**config.mk**
```make
export PLATFORM = sky130hd
export DESIGN_NAME = console_term
export DESIGN_NICKNAME = d
export VERILOG_FILES = /design/src/rtl/console_term_pkg.sv /design/src/rtl/console_addr_decode.sv /design/src/rtl/console_rx_unit.sv /design/src/rtl/console_tx_unit.sv /design/src/rtl/console_term.sv
export SDC_FILE = /design/constraint.sdc
export NUM_CORES = 1
export LEC_CHECK = 0
export BUFFER_PORTS_ARGS = -buffer_cell sky130_fd_sc_hd__clkbuf_2
export CAP_MARGIN = 30
export CORE_MARGIN = 2
export CORE_UTILIZATION = 36
export CTS_CLUSTER_SIZE = 20
export DETAILED_ROUTE_END_ITERATION = 12
export GPL_ROUTABILITY_DRIVEN = 0
export PLACE_DENSITY_LB_ADDON = 0.2
export SLEW_MARGIN = 20
export SYNTH_ARGS = -nofsm -noshare
export SYNTH_HDL_FRONTEND = slang
export SYNTH_HIERARCHICAL = 1
export SYNTH_SLANG_ARGS = --single-unit
```
**constraint.sdc**
```tcl
create_clock -name clk -period 1.8 [get_ports clk]
set_clock_uncertainty 0.15 [all_clocks]
set_input_delay 0.27 -clock clk [delete_from_list [all_inputs] [get_ports clk]]
set_output_delay 0.27 -clock clk [all_outputs]
set_load 0.01 [all_outputs]
```
**src/rtl/console_term_pkg.sv**
```systemverilog
package console_term_pkg;

  typedef enum logic [1:0] {
    SEL_RX_STAT = 2'd0,
    SEL_RX_CHAR = 2'd1,
    SEL_TX_STAT = 2'd2,
    SEL_TX_CHAR = 2'd3
  } reg_sel_e;

  typedef struct packed {
    logic     hit;
    reg_sel_e sel;
  } decode_t;

  localparam int STAT_READY_BIT = 0;
  localparam int STAT_IE_BIT    = 1;

endpackage

```
**src/rtl/console_addr_decode.sv**
```systemverilog
module console_addr_decode
  import console_term_pkg::*;
#(
  parameter int          ADDR_W    = 32,
  parameter logic [31:0] BASE_ADDR = 32'hFFFF_0000
) (
  input  logic [ADDR_W-1:0] addr,
  output decode_t           dec
);
  localparam logic [ADDR_W-1:0] BASE = BASE_ADDR[ADDR_W-1:0];

  always_comb begin
    dec.hit = (addr[ADDR_W-1:4] == BASE[ADDR_W-1:4]) && (addr[1:0] == 2'b00);
    dec.sel = reg_sel_e'(addr[3:2]);
  end
endmodule

```
**src/rtl/console_rx_unit.sv**
```systemverilog
module console_rx_unit #(
  parameter int CHAR_W = 8
) (
  input  logic              clk,
  input  logic              rst,
  input  logic              kbd_valid,
  input  logic [CHAR_W-1:0] kbd_char,
  input  logic              stat_wr,
  input  logic              ie_wdata,
  input  logic              char_rd,
  output logic              ready,
  output logic              ie,
  output logic [CHAR_W-1:0] char_q,
  output logic              irq
);
  logic ready_n, ie_n;

  always_comb begin
    ready_n = ready;
    if (kbd_valid)    ready_n = 1'b1;
    else if (char_rd) ready_n = 1'b0;
    ie_n = stat_wr ? ie_wdata : ie;
  end

  always_ff @(posedge clk) begin
    if (rst) begin
      ready  <= 1'b0;
      ie     <= 1'b0;
      char_q <= '0;
      irq    <= 1'b0;
    end else begin
      ready <= ready_n;
      ie    <= ie_n;
      irq   <= ready_n & ie_n;
      if (kbd_valid) char_q <= kbd_char;
    end
  end
endmodule

```
**src/rtl/console_tx_unit.sv**
```systemverilog
module console_tx_unit #(
  parameter int CHAR_W      = 8,
  parameter int BUSY_CYCLES = 16
) (
  input  logic              clk,
  input  logic              rst,
  input  logic              char_wr,
  input  logic [CHAR_W-1:0] wchar,
  input  logic              stat_wr,
  input  logic              ie_wdata,
  output logic              ready,
  output logic              ie,
  output logic [CHAR_W-1:0] disp_char,
  output logic              disp_strobe,
  output logic              irq
);
  localparam int CNT_W = (BUSY_CYCLES < 2) ? 1 : $clog2(BUSY_CYCLES);
  localparam logic [CNT_W-1:0] CNT_LOAD = CNT_W'(BUSY_CYCLES - 1);

  logic [CNT_W-1:0] cnt;
  logic accept, ready_n, ie_n;

  always_comb begin
    accept  = char_wr & ready;
    ready_n = ready;
    if (accept)                   ready_n = 1'b0;
    else if (!ready && cnt == '0) ready_n = 1'b1;
    ie_n = stat_wr ? ie_wdata : ie;
  end

  always_ff @(posedge clk) begin
    if (rst) begin
      ready       <= 1'b1;
      ie          <= 1'b0;
      cnt         <= '0;
      disp_char   <= '0;
      disp_strobe <= 1'b0;
      irq         <= 1'b0;
    end else begin
      ready       <= ready_n;
      ie          <= ie_n;
      irq         <= ready_n & ie_n;
      disp_strobe <= accept;
      if (accept) begin
        disp_char <= wchar;
        cnt       <= CNT_LOAD;
      end else if (!ready && cnt != '0) begin
        cnt <= cnt - 1'b1;
      end
    end
  end
endmodule

```
**src/rtl/console_term.sv**
```systemverilog
module console_term
  import console_term_pkg::*;
#(
  parameter int          ADDR_W         = 32,
  parameter int          DATA_W         = 32,
  parameter int          CHAR_W         = 8,
  parameter int          TX_BUSY_CYCLES = 16,
  parameter logic [31:0] BASE_ADDR      = 32'hFFFF_0000
) (
  input  logic              clk,
  input  logic              rst,
  input  logic [ADDR_W-1:0] bus_addr,
  input  logic              bus_rd,
  input  logic              bus_wr,
  input  logic [DATA_W-1:0] bus_wdata,
  output logic [DATA_W-1:0] bus_rdata,
  input  logic [CHAR_W-1:0] kbd_char,
  input  logic              kbd_valid,
  output logic [CHAR_W-1:0] disp_char,
  output logic              disp_strobe,
  output logic              irq_rx,
  output logic              irq_tx
);
  decode_t dec;
  logic rx_ready, rx_ie, tx_ready, tx_ie;
  logic [CHAR_W-1:0] rx_char;
  logic [DATA_W-1:0] rd_mux;
  logic unused_wdata;

  assign unused_wdata = ^bus_wdata[DATA_W-1:CHAR_W];

  console_addr_decode #(.ADDR_W(ADDR_W), .BASE_ADDR(BASE_ADDR)) u_dec (
    .addr(bus_addr), .dec(dec)
  );

  console_rx_unit #(.CHAR_W(CHAR_W)) u_rx (
    .clk(clk), .rst(rst),
    .kbd_valid(kbd_valid), .kbd_char(kbd_char),
    .stat_wr(bus_wr && dec.hit && dec.sel == SEL_RX_STAT),
    .ie_wdata(bus_wdata[STAT_IE_BIT]),
    .char_rd(bus_rd && dec.hit && dec.sel == SEL_RX_CHAR),
    .ready(rx_ready), .ie(rx_ie), .char_q(rx_char), .irq(irq_rx)
  );

  console_tx_unit #(.CHAR_W(CHAR_W), .BUSY_CYCLES(TX_BUSY_CYCLES)) u_tx (
    .clk(clk), .rst(rst),
    .char_wr(bus_wr && dec.hit && dec.sel == SEL_TX_CHAR),
    .wchar(bus_wdata[CHAR_W-1:0]),
    .stat_wr(bus_wr && dec.hit && dec.sel == SEL_TX_STAT),
    .ie_wdata(bus_wdata[STAT_IE_BIT]),
    .ready(tx_ready), .ie(tx_ie),
    .disp_char(disp_char), .disp_strobe(disp_strobe), .irq(irq_tx)
  );

  always_comb begin
    rd_mux = '0;
    if (dec.hit) begin
      case (dec.sel)
        SEL_RX_STAT: begin
          rd_mux[STAT_READY_BIT] = rx_ready;
          rd_mux[STAT_IE_BIT]    = rx_ie;
        end
        SEL_RX_CHAR: rd_mux[CHAR_W-1:0] = rx_char;
        SEL_TX_STAT: begin
          rd_mux[STAT_READY_BIT] = tx_ready;
          rd_mux[STAT_IE_BIT]    = tx_ie;
        end
        default: rd_mux = '0;
      endcase
    end
  end

  always_ff @(posedge clk) begin
    if (rst) bus_rdata <= '0;
    else     bus_rdata <= bus_rd ? rd_mux : '0;
  end
endmodule

```
==> flow_summary.ini, run 1 <==
[finish]
drive_above_1_share_pct = 46.8
design_area_um2 = 2180
antenna_cells = 0
final_cell_mix = 70 x clkbuf_2, 35 x dfxtp_1, 24 x conb_1
area_growth_pct = 34.0
final_common_cell = clkbuf_2
finalNetCount = 329

[synth]
syn_area_um2 = 1620
yosysTopAreaCellShare_pct = 43.1
yosysUniqueCellTypes = 37
syn_avg_cell_area_um2 = 9.33
yosysWarnings = 6
yosys-top-cells-area = dfxtp_1 43%, buf_4 12%, mux2i_1 7.4%
async_flop_share_pct = 0
synth_top_flop_cell = dfxtp_1
yosysTopAreaCell = dfxtp_1
ys_seq_area_share_pct = 43.1
synth-seq-cells = 35
synth_cells = 174
synth-edff-count = 0

[drt]
top_layer_used = met4
avgViaCountPerCell = 4.38
drtIter0Drc = 27
met3_wirelength_um = 225
wl_mm = 3.28
wire_per_inst_um = 10.8
drt-met1-wl_mm = 1.32
ant_nets = 0
first_pass_iters = 5
drc_errors = 0
vias = 1330
met2_wirelength_mm = 1.69

[clock_tree]
clockBufferDepth = 2
cts.sinks = 35
insertion_delay_ps = 280
clkTransAtPathRegs_ps = 70
cts_tree = built
cts_buffers = 5
h-tree-depth = 2
cts_hold_buf = 0
ctsRootBufferMaster = clkbuf_8

[setup_path]
cp.arrival_ps = 1890
crit_path_start_kind = input port
cp_max_fo = 4
end_kind = flip-flop
critical_path_class = in -> reg
cpPeakStageDelay_ps = 280
cp.required_ps = 1830
crit_chain = buf_6 -> nor4b_4 -> nand4_1 -> nor4_2 -> nand2_1 -> nor2_2 -> inv_1 -> mux2_4 -> or2_4
critPathSlowestCell = mux2_4

[sta]
fin_crit_sh_pct = 104
post-route-worst-setup-slack_ps = -66.2
rsz0062_at_grt = true
setup_viol = 3
period_needed_ps = 1870
fmax_mhz = 536
finalHoldViolCount = 0
slew_viol_final = 0

[floorplanning]
row_count = 24
die_h_um = 71.2
die_w_um = 71.2
core_area_um2 = 4350
ios = 120
die-area_um2 = 5060
start_util_pct = 37.3

[grt]
grt_max_degree = 16
grt.total_usage_pct = 13.1
grt_pass1_wl_mm = 5.23
grt_antenna_before_repair = 0
grt_pass1_vias = 1240
grt_overflow = 0

[run]
max_cap_viol_count = 0

[pwr]
p_per_area_nw_per_um2 = 763
p_leak_nw = 1.02
ir_worst_vdd_uv = 393
finalPower_mw = 1.66

[min_path]
hp-class = in -> reg

[run_status]
violations = negative setup slack
status = finished, violations left

[place]
place_hpwl_mm = 2.46
port_buffers = 71
placed_area_um2 = 1970
[Yosys cell counts, types with 2 or more instances]
cell / n
buf_6: 2
nand2_1: 20
nor3_1: 2
inv_1: 5
nand4_1: 4
nor2_1: 18
nor3b_1: 2
mux2i_1: 12
buf_4: 27
and2_2: 7
a211oi_1: 2
a21oi_1: 11
nand2b_1: 2
buf_2: 2
nor4_1: 2
dfxtp_1: 35
[logic make-up (layout without fill, tap and decap cells)]
kind of cell	Yosys count	after routing	share of synthesized area (%)
and+or+nand+nor	67	67	23.2
buffers and inverters	38	93	16.1
DFF	35	35	43.1
AOI/OAI and AO/OA	19	19	8.24
muxes	13	13	8.32
adders and majority gates	1	1	0.770
other	1	24	0.231
[where the power goes]
group | internal, mW | switching (mW) | leakage (nW)
registers | 0.786 | 0.00576 | 0.284
clock network | 0.448 | 0.274 | 0.0612
logic | 0.0677 | 0.0785 | 0.676
[what timing repair did]
item / CTS / global route
setup buffers: 4 / 1
endpoints found under the setup margin: 4 / 27
hold endpoints to repair: 0 / 0
gates cloned: 0 / 1
resized for setup: 1 / 14
pin swaps: 2 / 7
[final timing paths]
check             slack [ps]               from  cells past startpoint                 to
setup / recovery         -70        bus_addr[5]                      9         u_tx/ready
hold / removal            50       bus_wdata[4]                      3  u_tx/disp_char[4]
setup reg to reg         190        u_tx/cnt[0]                      5         u_tx/ready
hold reg to reg          310  u_tx/disp_char[0]                      2  u_tx/disp_char[0]
[per-layer routing]
layer / vias to the layer above / global-route usage [%]
li1: 687 / -
met1: 596 / 14.4
met2: 42 / 22.3
met3: 5 / 4.42
met4: 0 / 6.92
met5: - / 0
[worst max-delay path: cells and delay by family]
family	cells	cell delay, ps
AND/OR/NAND/NOR	6	1180
multiplexers	1	280
buffers and inverters	2	150
[sequential cells by signal (all words and copies together) (netlist names)]
| name | flops |
|---|---|
| u_rx/ready | 1 |
| u_rx/irq | 1 |
| u_tx/cnt | 4 |
| u_rx/char_q | 8 |
| u_tx/disp_char | 8 |
| u_rx/ie | 1 |
| u_tx/ready | 1 |
| u_tx/irq | 1 |
| u_tx/ie | 1 |
| bus_rdata | 8 |
| u_tx/disp_strobe | 1 |
[through the flow]
stage / TNS (ps) / utilization (%) / cells / hold WS (ps) / worst slack, ps
2_1_floorplan: -358 / - / 197 / 185 / -123
3_3_place_gp: -4220 / 45.3 / 293 / 296 / -323
3_5_place_dp: -4960 / 45.3 / 293 / 297 / -352
4_1_cts: -96.2 / 48.8 / 305 / 45.4 / -45.8
5_1_grt: -1710 / 50.0 / 304 / 53.4 / -188
6_report: -127 / 50.0 / 304 / 51.9 / -66.2
[final cells by class]
class,count,area (µm²)
multi-input cells,124,828
repair buffers,79,442
flip-flops and latches,35,701
well taps,52,65.1
inverters,6,22.5
fillers,440,2180
clock inverters,2,35.0
clock buffers,6,82.6
Power figures use the tool's default switching activity.
==> run 2: changes to the inputs <==
- CTS_BUF_LIST: default -> sky130_fd_sc_hd__clkbuf_16
==> flow_summary.ini, run 2 (synthesis results as in run 1) <==
[run_status]
status = finished, violations left
violations = negative setup slack

[drt]
met2_wirelength_mm = 1.70
ant_nets = 0
wire_per_inst_um = 10.7
vias = 1314
first_pass_iters = 4
wl_mm = 3.26
drt-met1-wl_mm = 1.37
drc_errors = 0
drtIter0Drc = 33
met3_wirelength_um = 182
top_layer_used = met4
avgViaCountPerCell = 4.32

[sta]
worst_hold_slack_ps = 70.9
slew_viol_final = 0
period_needed_ps = 1890
fin_setup_tns_ps = -251
rsz0062_at_grt = true
fmax_mhz = 530
post-route-worst-setup-slack_ps = -87.8
fin_crit_sh_pct = 105
setup_viol = 5
finalHoldViolCount = 0

[finish]
final_common_cell = clkbuf_2
layoutNonFillerInstCount = 304
design_area_um2 = 2210
drive_above_1_share_pct = 45.6
final_cell_mix = 69 x clkbuf_2, 35 x dfxtp_1, 24 x conb_1
area_growth_pct = 36.4
largestRegisters = bus_rdata (8), u_rx/char_q (8), u_tx/disp_char (8)
finalNetCount = 329
antenna_cells = 0

[clock_tree]
insertion_delay_ps = 270
cts_buffers = 5
clkTransAtPathRegs_ps = 50
cts_hold_buf = 0
cts.sinks = 35
cts_tree = built
ctsRootBufferMaster = clkbuf_16
clockBufferDepth = 2
h-tree-depth = 2

[setup_path]
critical_path_class = in -> reg
reg2reg_slack_ps = 190
cp.arrival_ps = 1920
cp.required_ps = 1830
worstSetupStartpoint = bus_addr[10]
cp_max_fo = 4
worstReg2RegStart = u_tx/cnt[0]
crit_path_start_kind = input port
end_kind = flip-flop

[place]
place_hpwl_mm = 2.46
dp_slack_ps = -352
port_buffers = 71
placed_area_um2 = 1970
numPlacedInstances = 293

[floorplanning]
ios = 120
core_area_um2 = 4350
die-area_um2 = 5060
die_w_um = 71.2
start_util_pct = 37.3
row_count = 24
die_h_um = 71.2

[min_path]
min_from = bus_wdata[7]
hp-class = in -> reg

[pwr]
p_switching_mw = 0.375
p_per_area_nw_per_um2 = 846
pwr-share-clk_pct = 49.9
pwr-share-comb_pct = 7.8
p_leak_nw = 1.04
seqPwrFrac_pct = 42.3
p_int_mw = 1.50
ir_worst_vdd_uv = 532
swShare_pct = 20.0

[grt]
grt_max_degree = 16
grt_antenna_before_repair = 0
grt_overflow = 0
grt_pass1_vias = 1234
grt.total_usage_pct = 12.8
grt_pass1_wl_mm = 5.22

[run]
max_cap_viol_count = 0
-- run 2: critical path, stage by stage --
cell	delay [ps]
buf_6	100
nor4b_4	270
nand4_1	130
nor4_2	270
nand2_1	150
nor2_2	140
inv_1	50
mux2_4	280
a221oi_2	250
-- run 2: per-layer routing --
metal | GRT usage [%] | up-vias
li1 | - | 686
met2 | 22.1 | 34
met3 | 4.84 | 2
met1 | 14.5 | 592
met4 | 3.77 | 0
met5 | 0 | -
-- run 2: repair_timing --
action,in CTS,in global routing
gates cloned,0,1
gates resized for setup,3,12
pin swaps,3,6
setup buffers,4,1
endpoints found under the setup margin,5,27
-- run 2: path summary, 6_finish.rpt --
path	endpoint	depth (start not counted)
max	u_tx/cnt[1]	9
min	u_tx/disp_char[7]	3
max reg2reg	u_tx/cnt[1]	5
min reg2reg	u_tx/disp_char[5]	2
-- run 2: layout make-up --
| type | instances | area, µm² |
|---|---|---|
| clock buffer | 5 | 125 |
| clock inverter | 3 | 38.8 |
| fill | 430 | 2140 |
| inverter | 6 | 22.5 |
| multi-input combinational | 124 | 815 |
| sequential | 35 | 701 |
| tap | 52 | 65.1 |
| timing repair buffer | 79 | 448 |
-- run 2: power by group through the flow --
stage	clock, mW	sequential, mW	combinational [mW]
after global placement	0	0.809	0.140
final	0.936	0.792	0.146
after detailed placement	0	0.809	0.141
after CTS	0.959	0.792	0.142
after global routing	1.00	0.793	0.164
after floorplan	0	0.808	0.114
-- run 2: per-stage QoR --
step / total power, mW / util (%)
6_report: 1.87 / 50.9
5_1_grt: 1.96 / 50.9
4_1_cts: 1.89 / 50.0
3_5_place_dp: 0.950 / 45.3
3_3_place_gp: 0.948 / 45.3
2_1_floorplan: 0.922 / -
